## src/rtl/stk_pkg.sv

```systemverilog
package stk_pkg;
  typedef enum logic [2:0] {OP_NONE, OP_CALL, OP_IRQ, OP_RET, OP_RTI} op_e;
  typedef enum logic [1:0] {ST_IDLE, ST_PUSH, ST_PULL} st_e;
  typedef enum logic [2:0] {SL_PCL, SL_PCH, SL_X, SL_A, SL_CCR} slot_e;

  localparam int IDX_W = 3;

  // Bytes moved by an operation.
  function automatic logic [IDX_W-1:0] frame_len(op_e op);
    case (op)
      OP_IRQ, OP_RTI:  return 3'd5;
      OP_CALL, OP_RET: return 3'd2;
      default:         return 3'd1;
    endcase
  endfunction

  // Push order; a call frame is the first two entries of an interrupt frame.
  function automatic slot_e slot_at(logic [IDX_W-1:0] k);
    case (k)
      3'd0:    return SL_PCL;
      3'd1:    return SL_PCH;
      3'd2:    return SL_X;
      3'd3:    return SL_A;
      default: return SL_CCR;
    endcase
  endfunction

  function automatic logic is_push(op_e op);
    return (op == OP_CALL) || (op == OP_IRQ);
  endfunction

  // Priority among requests sampled in the same cycle.
  function automatic op_e pick_op(logic call_r, logic irq_r, logic ret_r, logic rti_r);
    if (irq_r)       return OP_IRQ;
    else if (call_r) return OP_CALL;
    else if (rti_r)  return OP_RTI;
    else if (ret_r)  return OP_RET;
    else             return OP_NONE;
  endfunction
endpackage

```

## src/rtl/stk_pointer.sv

```systemverilog
module stk_pointer #(
  parameter int ADDR_W = 13,
  parameter int OFS_W  = 6,
  parameter logic [ADDR_W-OFS_W-1:0] PAGE_HI = 7'b0000011
) (
  input  logic              clk,
  input  logic              rst_n,
  input  logic              load_top,
  input  logic              step_dn,
  input  logic              step_up,
  output logic [ADDR_W-1:0] addr_cur,
  output logic [ADDR_W-1:0] addr_pull
);
  logic [OFS_W-1:0] ofs_q;
  logic [OFS_W-1:0] ofs_inc;

  // Offset arithmetic stays in OFS_W bits, so it wraps inside the page.
  function automatic logic [OFS_W-1:0] wrap_step(logic [OFS_W-1:0] v, logic up);
    return up ? v + 1'b1 : v - 1'b1;
  endfunction

  always_ff @(posedge clk) begin
    if (!rst_n)        ofs_q <= {OFS_W{1'b1}};
    else if (load_top) ofs_q <= {OFS_W{1'b1}};
    else if (step_dn)  ofs_q <= wrap_step(ofs_q, 1'b0);
    else if (step_up)  ofs_q <= wrap_step(ofs_q, 1'b1);
  end

  assign ofs_inc   = wrap_step(ofs_q, 1'b1);
  assign addr_cur  = {PAGE_HI, ofs_q};
  assign addr_pull = {PAGE_HI, ofs_inc};


  top_load_chk: assert property (@(posedge clk) disable iff (!rst_n)
    load_top |=> ofs_q == {OFS_W{1'b1}});

  push_step_chk: assert property (@(posedge clk) disable iff (!rst_n)
    (step_dn && !load_top) |=> ofs_q == OFS_W'($past(ofs_q) - 1'b1));

  pull_step_chk: assert property (@(posedge clk) disable iff (!rst_n)
    (step_up && !load_top && !step_dn) |=> ofs_q == OFS_W'($past(ofs_q) + 1'b1));
endmodule

```

## src/rtl/stk_byte_path.sv

```systemverilog
module stk_byte_path import stk_pkg::*; #(
  parameter int PC_W   = 13,
  parameter int CCR_W  = 5,
  parameter int BYTE_W = 8
) (
  input  logic              clk,
  input  logic              rst_n,
  input  logic              latch_en,
  input  logic [PC_W-1:0]   pc_in,
  input  logic [BYTE_W-1:0] x_in,
  input  logic [BYTE_W-1:0] a_in,
  input  logic [CCR_W-1:0]  ccr_in,
  input  slot_e             slot,
  output logic [BYTE_W-1:0] wdata
);
  localparam int PCH_W   = PC_W - BYTE_W;
  localparam int PCH_PAD = BYTE_W - PCH_W;
  localparam int CCR_PAD = BYTE_W - CCR_W;

  logic [PC_W-1:0]   pc_l;
  logic [BYTE_W-1:0] x_l, a_l;
  logic [CCR_W-1:0]  ccr_l;

  function automatic logic [BYTE_W-1:0] pack_pch(logic [PC_W-1:0] pc);
    return {{PCH_PAD{1'b0}}, pc[PC_W-1:BYTE_W]};
  endfunction

  function automatic logic [BYTE_W-1:0] pack_ccr(logic [CCR_W-1:0] c);
    return {{CCR_PAD{1'b1}}, c};
  endfunction

  always_ff @(posedge clk) begin
    if (!rst_n) begin
      pc_l <= '0; x_l <= '0; a_l <= '0; ccr_l <= '0;
    end else if (latch_en) begin
      pc_l <= pc_in; x_l <= x_in; a_l <= a_in; ccr_l <= ccr_in;
    end
  end

  always_comb begin
    case (slot)
      SL_PCL:  wdata = pc_l[BYTE_W-1:0];
      SL_PCH:  wdata = pack_pch(pc_l);
      SL_X:    wdata = x_l;
      SL_A:    wdata = a_l;
      default: wdata = pack_ccr(ccr_l);
    endcase
  end
endmodule

```

## src/rtl/stk_restore.sv

```systemverilog
module stk_restore import stk_pkg::*; #(
  parameter int PC_W   = 13,
  parameter int CCR_W  = 5,
  parameter int BYTE_W = 8
) (
  input  logic              clk,
  input  logic              rst_n,
  input  logic              cap_en,
  input  slot_e             slot,
  input  logic [BYTE_W-1:0] rdata,
  output logic [PC_W-1:0]   pc_out,
  output logic [BYTE_W-1:0] x_out,
  output logic [BYTE_W-1:0] a_out,
  output logic [CCR_W-1:0]  ccr_out
);
  localparam int PCH_W = PC_W - BYTE_W;

  always_ff @(posedge clk) begin
    if (!rst_n) begin
      pc_out <= '0; x_out <= '0; a_out <= '0; ccr_out <= '0;
    end else if (cap_en) begin
      case (slot)
        SL_PCL:  pc_out[BYTE_W-1:0]    <= rdata;
        SL_PCH:  pc_out[PC_W-1:BYTE_W] <= rdata[PCH_W-1:0];
        SL_X:    x_out                 <= rdata;
        SL_A:    a_out                 <= rdata;
        default: ccr_out               <= rdata[CCR_W-1:0];
      endcase
    end
  end


  ccr_cap_chk: assert property (@(posedge clk) disable iff (!rst_n)
    (cap_en && slot == SL_CCR) |=> ccr_out == $past(rdata[CCR_W-1:0]));

  pch_cap_chk: assert property (@(posedge clk) disable iff (!rst_n)
    (cap_en && slot == SL_PCH) |=> pc_out[PC_W-1:BYTE_W] == $past(rdata[PCH_W-1:0]));

  x_hold_chk: assert property (@(posedge clk) disable iff (!rst_n)
    !(cap_en && slot == SL_X) |=> $stable(x_out));
endmodule

```

## src/rtl/stk_seq.sv

```systemverilog
module stk_seq import stk_pkg::*; (
  input  logic  clk,
  input  logic  rst_n,
  input  logic  sp_rst,
  input  logic  call_req,
  input  logic  irq_req,
  input  logic  ret_req,
  input  logic  rti_req,
  output logic  load_top,
  output logic  step_dn,
  output logic  step_up,
  output logic  latch_en,
  output logic  cap_en,
  output slot_e slot,
  output logic  done
);
  st_e              st_q;
  op_e              op_q;
  logic [IDX_W-1:0] idx_q;
  logic             done_q;
  op_e              req_op;
  logic             idle, accept, last;

  assign req_op = pick_op(call_req, irq_req, ret_req, rti_req);
  assign idle   = (st_q == ST_IDLE);
  assign accept = idle && !sp_rst && (req_op != OP_NONE);
  assign last   = (idx_q == IDX_W'(frame_len(op_q) - 3'd1));

  always_ff @(posedge clk) begin
    if (!rst_n) begin
      st_q <= ST_IDLE; op_q <= OP_NONE; idx_q <= '0; done_q <= 1'b0;
    end else begin
      done_q <= 1'b0;
      case (st_q)
        ST_IDLE: if (accept) begin
          op_q  <= req_op;
          idx_q <= '0;
          st_q  <= is_push(req_op) ? ST_PUSH : ST_PULL;
        end
        default: if (last) begin
          st_q   <= ST_IDLE;
          done_q <= 1'b1;
        end else begin
          idx_q <= idx_q + 1'b1;
        end
      endcase
    end
  end

  assign load_top = idle && sp_rst;
  assign latch_en = accept && is_push(req_op);
  assign step_dn  = (st_q == ST_PUSH);
  assign step_up  = (st_q == ST_PULL);
  assign cap_en   = step_up;
  assign slot     = step_up ? slot_at(IDX_W'(frame_len(op_q) - 3'd1 - idx_q))
                            : slot_at(idx_q);
  assign done     = done_q;


  done_single_chk: assert property (@(posedge clk) disable iff (!rst_n)
    done_q |=> !done_q);

  done_after_last_chk: assert property (@(posedge clk) disable iff (!rst_n)
    (!idle && last) |=> done_q && st_q == ST_IDLE);

  busy_ignore_chk: assert property (@(posedge clk) disable iff (!rst_n)
    (!idle && !last) |=> st_q == $past(st_q) && op_q == $past(op_q));
endmodule

```

## src/rtl/stack_frame_unit.sv

```systemverilog
module stack_frame_unit import stk_pkg::*; #(
  parameter int ADDR_W = 13,
  parameter int OFS_W  = 6,
  parameter logic [ADDR_W-OFS_W-1:0] PAGE_HI = 7'b0000011,
  parameter int PC_W   = 13,
  parameter int CCR_W  = 5,
  parameter int BYTE_W = 8
) (
  input  logic              clk,
  input  logic              rst_n,
  input  logic              sp_rst,
  input  logic              call_req,
  input  logic              irq_req,
  input  logic              ret_req,
  input  logic              rti_req,
  input  logic [PC_W-1:0]   pc_in,
  input  logic [BYTE_W-1:0] x_in,
  input  logic [BYTE_W-1:0] a_in,
  input  logic [CCR_W-1:0]  ccr_in,
  input  logic [BYTE_W-1:0] mem_rdata,
  output logic [ADDR_W-1:0] mem_addr,
  output logic [BYTE_W-1:0] mem_wdata,
  output logic              mem_we,
  output logic [PC_W-1:0]   pc_out,
  output logic [BYTE_W-1:0] x_out,
  output logic [BYTE_W-1:0] a_out,
  output logic [CCR_W-1:0]  ccr_out,
  output logic              done
);
  logic              load_top, step_dn, step_up, latch_en, cap_en;
  slot_e             slot;
  logic [ADDR_W-1:0] addr_cur, addr_pull;

  stk_seq u_seq (
    .clk(clk), .rst_n(rst_n), .sp_rst(sp_rst),
    .call_req(call_req), .irq_req(irq_req), .ret_req(ret_req), .rti_req(rti_req),
    .load_top(load_top), .step_dn(step_dn), .step_up(step_up),
    .latch_en(latch_en), .cap_en(cap_en), .slot(slot), .done(done)
  );

  stk_pointer #(.ADDR_W(ADDR_W), .OFS_W(OFS_W), .PAGE_HI(PAGE_HI)) u_ptr (
    .clk(clk), .rst_n(rst_n), .load_top(load_top), .step_dn(step_dn),
    .step_up(step_up), .addr_cur(addr_cur), .addr_pull(addr_pull)
  );

  stk_byte_path #(.PC_W(PC_W), .CCR_W(CCR_W), .BYTE_W(BYTE_W)) u_wr (
    .clk(clk), .rst_n(rst_n), .latch_en(latch_en), .pc_in(pc_in), .x_in(x_in),
    .a_in(a_in), .ccr_in(ccr_in), .slot(slot), .wdata(mem_wdata)
  );

  stk_restore #(.PC_W(PC_W), .CCR_W(CCR_W), .BYTE_W(BYTE_W)) u_rd (
    .clk(clk), .rst_n(rst_n), .cap_en(cap_en), .slot(slot), .rdata(mem_rdata),
    .pc_out(pc_out), .x_out(x_out), .a_out(a_out), .ccr_out(ccr_out)
  );

  assign mem_we   = step_dn;
  assign mem_addr = step_up ? addr_pull : addr_cur;


  we_done_chk: assert property (@(posedge clk) disable iff (!rst_n)
    done |-> !mem_we);

  page_hi_chk: assert property (@(posedge clk) disable iff (!rst_n)
    (mem_we || step_up) |-> mem_addr[ADDR_W-1:OFS_W] == PAGE_HI);
endmodule

```

## config.mk

```make
export PLATFORM = sky130hd
export DESIGN_NAME = stack_frame_unit
export DESIGN_NICKNAME = d
export VERILOG_FILES = /design/src/rtl/stk_pkg.sv /design/src/rtl/stk_pointer.sv /design/src/rtl/stk_byte_path.sv /design/src/rtl/stk_restore.sv /design/src/rtl/stk_seq.sv /design/src/rtl/stack_frame_unit.sv
export SDC_FILE = /design/constraint.sdc
export NUM_CORES = 1
export LEC_CHECK = 0
export ABC_CLOCK_PERIOD_IN_PS = 3400
export BUFFER_PORTS_ARGS = -buffer_cell sky130_fd_sc_hd__buf_2
export CAP_MARGIN = 5
export CORE_MARGIN = 10
export CORE_UTILIZATION = 48
export CTS_CLUSTER_DIAMETER = 80
export DETAILED_ROUTE_END_ITERATION = 8
export PLACE_DENSITY = 0.81
export SLEW_MARGIN = 20
export SYNTH_ARGS = -nofsm -noshare
export SYNTH_HDL_FRONTEND = slang
export SYNTH_HIERARCHICAL = 1
export SYNTH_SLANG_ARGS = --single-unit
```

## constraint.sdc

```tcl
create_clock -name clk -period 3.4 [get_ports clk]
set_clock_uncertainty 0.1 [all_clocks]
set_input_delay 0.34 -clock clk [delete_from_list [all_inputs] [get_ports clk]]
set_output_delay 0.34 -clock clk [all_outputs]
set_load 0.01 [all_outputs]
```

# Yosys cells after proc, flatten, opt, wreduce, memory -nomap -nowiden
# Cells that the tools add are included.
dict set report totals {
  ff_bits 83
  inputBits 49
  output_inout_bits 57
  word_cells 87
}
dict set report op_classes {
  add_sub_neg 5
  eq_ne 20
  muxes 20
  bitwise_logic 2
  reduce_logical 26
}
# cell count
set ops {}
lappend ops {{case mux 8 bit (4 select lines)} 1}
lappend ops {{== test 3 x 2 -> 1 bit, second input constant} 9}
lappend ops {{case mux 3 bit (4 select lines)} 2}
lappend ops {{2-to-1 mux 3 bit} 7}
lappend ops {{2-to-1 mux 6 bit} 3}
lappend ops {{AND reduction 2 bit} 8}
lappend ops {{== test 3 x 1 -> 1 bit, second input constant} 5}
lappend ops {{2-to-1 mux 2 bit} 5}
lappend ops {{zero test 3 bit} 3}
lappend ops {{OR reduction 2 bit} 4}
lappend ops {{adder 6 x 1 -> 6 bit, second input constant} 1}
lappend ops {{case mux 3 bit (2 select lines)} 1}
lappend ops {{subtractor 6 x 1 -> 6 bit, second input constant} 1}
lappend ops {{logical AND 1 bit} 4}
lappend ops {{nonzero test 2 bit} 2}
lappend ops {{OR reduction 4 bit} 1}
lappend ops {{adder 3 x 1 -> 3 bit, second input constant} 1}
lappend ops {{== test 3 bit} 1}
lappend ops {{== test 3 bit, second input constant} 1}
lappend ops {{nonzero test 3 bit} 1}
lappend ops {{subtractor 3 x 1 -> 3 bit, second input constant} 1}
lappend ops {{subtractor 3 bit} 1}
lappend ops {{== test 2 x 1 -> 1 bit, second input constant} 1}
lappend ops {{== test 2 bit, second input constant} 1}
lappend ops {{7 further kinds} 8}

# Logic depth before layout (Yosys ltp)
dict set report depth {
  depth_word 12
  ltp_mapped 11
  ltp_nobuf 9
}

# Modules after synthesis
# The synthesis kept the hierarchy.
# mod instances cells_each area_per_inst_um2
set modules_own_cells {}
lappend modules_own_cells {stk_byte_path 1 140 1530.2}
lappend modules_own_cells {stk_restore 1 130 1306.3}
lappend modules_own_cells {stk_seq 1 86 763.2}
lappend modules_own_cells {stk_pointer 1 62 520.5}
lappend modules_own_cells {stack_frame_unit 1 14 195.2}

# Worst setup path after synthesis
# No wires, ideal clock.
dict set report synth_timing {
  path_type {flip-flop to output port}
  startpoint {register u_seq.op_q[0]}
  endpoint {output port mem_wdata[6]}
  t_arrival_ns 3.103
  slack_ns -0.143
  stages_incl_launch_ff 10
  n_path_buf 1
  cell_sequence {dfxtp_1 -> clkbuf_1 -> nand2b_1 -> ha_1 -> fa_1 -> or4_1 -> and2_0 -> o22ai_1 -> mux2_1 -> a221o_1}
}
dict set report synth_via {
  elab_chain_cells 10
}
# element line_no
set synth_rtl {}
lappend synth_rtl {{start, declared} stk_seq.sv:18} ;# op_e op_q;
lappend synth_rtl {{start signal, assigned} stk_seq.sv:36} ;# op_q <= req_op;
lappend synth_rtl {{== test 3 x 1 -> 1 bit (tied with other cells)} stk_pkg.sv:10} ;# case (op)
lappend synth_rtl {{OR reduction 2 bit} stk_pkg.sv:10}
lappend synth_rtl {{case mux 3 bit (2 select lines) *} stk_pkg.sv:10}
lappend synth_rtl {{subtractor 3 x 1 -> 3 bit *} stk_seq.sv:55} ;# assign slot = step_up ? slot_at(IDX_W'(frame_len(op_q) - 3'd1 - idx_q))
lappend synth_rtl {{subtractor 3 bit *} stk_seq.sv:55}
lappend synth_rtl {{== test 3 x 2 -> 1 bit (tied with other cells)} stk_pkg.sv:19} ;# case (k)
lappend synth_rtl {{case mux 3 bit (4 select lines) *} stk_pkg.sv:19}
lappend synth_rtl {{2-to-1 mux 3 bit *} stk_seq.sv:55}
lappend synth_rtl {{via slot[0]} stack_frame_unit.sv:31} ;# slot_e slot;
lappend synth_rtl {{== test 3 x 2 -> 1 bit (tied with other cells)} stk_byte_path.sv:41} ;# case (slot)
lappend synth_rtl {{case mux 8 bit (4 select lines) *} stk_byte_path.sv:41}
lappend synth_rtl {{end, declared} stack_frame_unit.sv:22} ;# output logic [BYTE_W-1:0] mem_wdata,
# Mark *: on every way through the listed nets, which the timed path passes. The rest lies on a longest branch.

# Worst setup path after layout
dict set report layout_timing {
  startpoint {register u_seq.op_q[2]}
  endpoint {output port mem_wdata[0]}
}
# Same word-level chain as after synthesis.

==> impl_metrics.csv <==
group,metric,value,unit
setup_path,cp-end-kind,"output pin",
detailed_routing,post-route-drc-count,0,
detailed_routing,wirelength,10800,um
clocking,cts_buffers,9,
final_layout,fillCellCount,714,
synth,synth_edf_count,0,
global_route,grt_util_all_layers,15.8,%
synth,syn_inst,432,
synth,synth_most_common_cell,"dfxtp_1",
timing,hold_viol_final,0,
floorplan,die_h,115,um
setup_path,cp_max_fo,5,
clocking,cts_root_buffer,"clkbuf_8",
power,intPower,1.61,mW
synth,yosys_warnings,6,
synth,synth.top_cells.by_count,"dfxtp_1, mux2i_1, nand2_1",
detailed_routing,wl_per_cell,16.7,um
power,pwr-share-seq,46.2,%
detailed_routing,drt-pass1-iter-count,5,
setup_path,critical_path_class,"flop to output pin",
placement,dp_hpwl,7880,um
synth,async_flop_share,0,%
clocking,clk_pin_slew_worst_paths,0.09,ns
clocking,cts_htree_levels,3,
detailed_routing,via_count,3435,
clocking,insertion_delay,0.35,ns
floorplan,fp-row-count,34,
detailed_routing,viasPerCell,5.30,
global_route,grt_antenna_before_repair,0,
status,failed_checks,"setup timing",
power,swShare,28.7,%
synth,ys_ff_latch,83,
power,powerDensity,425,nW/um2
synth,synthTopCellsByArea,"dfxtp_1, mux2i_1, nor2b_1, nand2_1, mux2_4",
status,status,"finished, violations left",
floorplan,ios,106,
power,pwr-share-clk,33.3,%
timing,period_needed,3.54,ns
floorplan,dieArea,13200,um2
synth,yosysTopAreaCellShare,38.5,%
final_layout,layout-drive-gt1-share,35.6,%
clocking,cts_tree,"done",
power,ir_worst_vdd,284,uV
floorplan,die_w,115,um
clocking,cts.sink_count,83,
timing,setup_viol,8,
timing,max_slew.worst_pin.slew,0.698,ns
synth,synth.distinct_cells,60,
final_layout,n_antenna_cell,0,
power,power.static_leakage,2.40,nW
timing,finalSetupTns,-0.860,ns
detailed_routing,first_iter_violations,148,
final_layout,final_area,5310,um2
synth,synth_top_area_cell,"dfxtp_1",
global_route,grt_pass1_wl,17100,um
floorplan,core-area,8720,um2
setup_path,worstPathRequired,2.96,ns
min_path,holdCritPathClass,"input port to flop",
setup_path,start_kind,"flop",
timing,fin_crit_sh,104,%
timing,rsz0062_at_grt,"true",
final_layout,nNetsFinal,594,
synth,avgSynthCellArea,9.99,um2
placement,placed_cell_area,4870,um2
global_route,grt_max_degree,33,
clocking,clk_path_buf_depth,2,
timing,relSlewSlack,52.9,%
timing,slew_viol_final,0,
timing,worst_slack,-0.139,ns
placement,gp_congestion,0.877,
timing,clock.fmax,283,MHz
floorplan,start_util,49.5,%
power,combPwrFrac,20.5,%
synth,synth_ff_type,"dfxtp_1",
power,p_switching,648,uW
final_layout,areaGrowthSynthToFinish,23.0,%
detailed_routing,antenna_left,0,
run,cap_violations,0,
synth,seq_area_frac_synth,38.5,%
placement,portBuffers,98,
global_route,grt_pass1_vias,3555,
setup_path,crit_arrival,3.10,ns
synth,netlist_area,4320,um2
clocking,ctsHoldBuffers,0,
global_route,overflow,0,
==> per-layer routing <==
layer / GRT usage, % / part of all wire (%) / up-vias
li1: - / - / 1678
met1: 16.9 / 40 / 1626
met2: 28.2 / 50 / 113
met3: 6.04 / 7.8 / 18
met4: 4.87 / 1.9 / 0
met5: 0 / 0 / -
==> metrics by stage <==
step	setup slack (ns)	total power [mW]	hold slack, ns	std cells	util [%]
final	-0.139	2.26	0.141	648	60.8
after CTS	-0.203	2.26	0.129	647	60.1
after detailed placement	0.0683	1.46	0.350	626	55.9
after global routing	-0.240	2.36	0.138	648	60.8
after floorplan	0.00666	1.35	0.351	444	-
after global placement	0.0966	1.45	0.342	626	55.9
==> registers in the layout, summed over array words and instances (netlist names) <==
register	flops
u_wr/pc_l	13
u_rd/ccr_out	5
u_seq/idx_q	3
u_seq/st_q	2
u_wr/a_l	8
u_rd/pc_out	13
u_seq/op_q	3
u_rd/a_out	8
u_ptr/ofs_q	6
u_wr/ccr_l	5
u_seq/done	1
u_wr/x_l	8
u_rd/x_out	8
==> cells by family after synthesis <==
family,after synthesis,share of synthesized area (%)
fa+ha+maj,10,3.07
mux,92,22.8
compound gates,53,9.66
simple gates,132,16.7
buf+inv,48,6.58
other cells,4,0.348
xor+xnor,10,2.35
flops,83,38.5
==> final timing paths <==
| check | cells past startpoint | from | slack (ns) | to |
|---|---|---|---|---|
| setup / recovery | 13 | u_seq/op_q[2] | -0.14 | mem_wdata[0] |
| setup reg to reg | 11 | u_seq/op_q[2] | 0.39 | u_rd/pc_out[7] |
| hold reg to reg | 2 | u_rd/pc_out[1] | 0.36 | u_rd/pc_out[1] |
| hold / removal | 3 | ccr_in[0] | 0.14 | u_wr/ccr_l[0] |
==> critical path: stages, from the launching register on <==
cell      delay [ns]
dfxtp_2         0.33
nand2b_4        0.14
ha_4            0.15
fa_2            0.34
buf_6           0.12
or3_4           0.38
a32oi_4         0.25
o22ai_4         0.13
buf_12          0.16
buf_4           0.14
mux2_4          0.30
o22ai_2         0.10
a21oi_1         0.06
buf_2           0.16
==> power by group through the flow <==
stage          logic (mW)  registers [mW]  clock network [mW]
2_1_floorplan       0.292            1.05                   0
3_3_place_gp        0.388            1.06                   0
3_5_place_dp        0.400            1.06                   0
4_1_cts             0.441            1.04               0.773
5_1_grt             0.504            1.05               0.807
6_report            0.462            1.04               0.751
==> area by class of cell <==
type | instances | area (um2) | area share, %
inverter | 9 | 33.8 | 0.637
tap | 108 | 135 | 2.55
clock inverter | 6 | 71.3 | 1.34
sequential | 83 | 1660 | 31.4
timing repair buffer | 119 | 693 | 13.1
clock buffer | 10 | 138 | 2.59
multi-input combinational | 313 | 2570 | 48.5
==> repair_timing <==
action / in CTS / in global routing
pin swaps: 7 / 4
buffers inserted: 4 / 0
cloned: 1 / 1
setup endpoints to repair: 8 / 8
gates resized for setup: 24 / 12
==> cells in the final DEF (no fill, tap or decap), drive strengths merged, types with 3 or more instances in the layout <==
cell,instances
a21bo,5
a21boi,4
a21oi,11
a221o,3
and4bb,3
buf,118
clkbuf,11
conb,16
dfxtp,83
ha,9
inv,12
mux2,21
mux2i,71
nand2,47
nand2b,5
nand3,12
nor2,9
nor2b,39
nor3,5
o211ai,3
o21a,3
o21ai,5
o22ai,6
xnor2,5
xor2,4
Note: power is estimated with default switching activity, not from simulation.
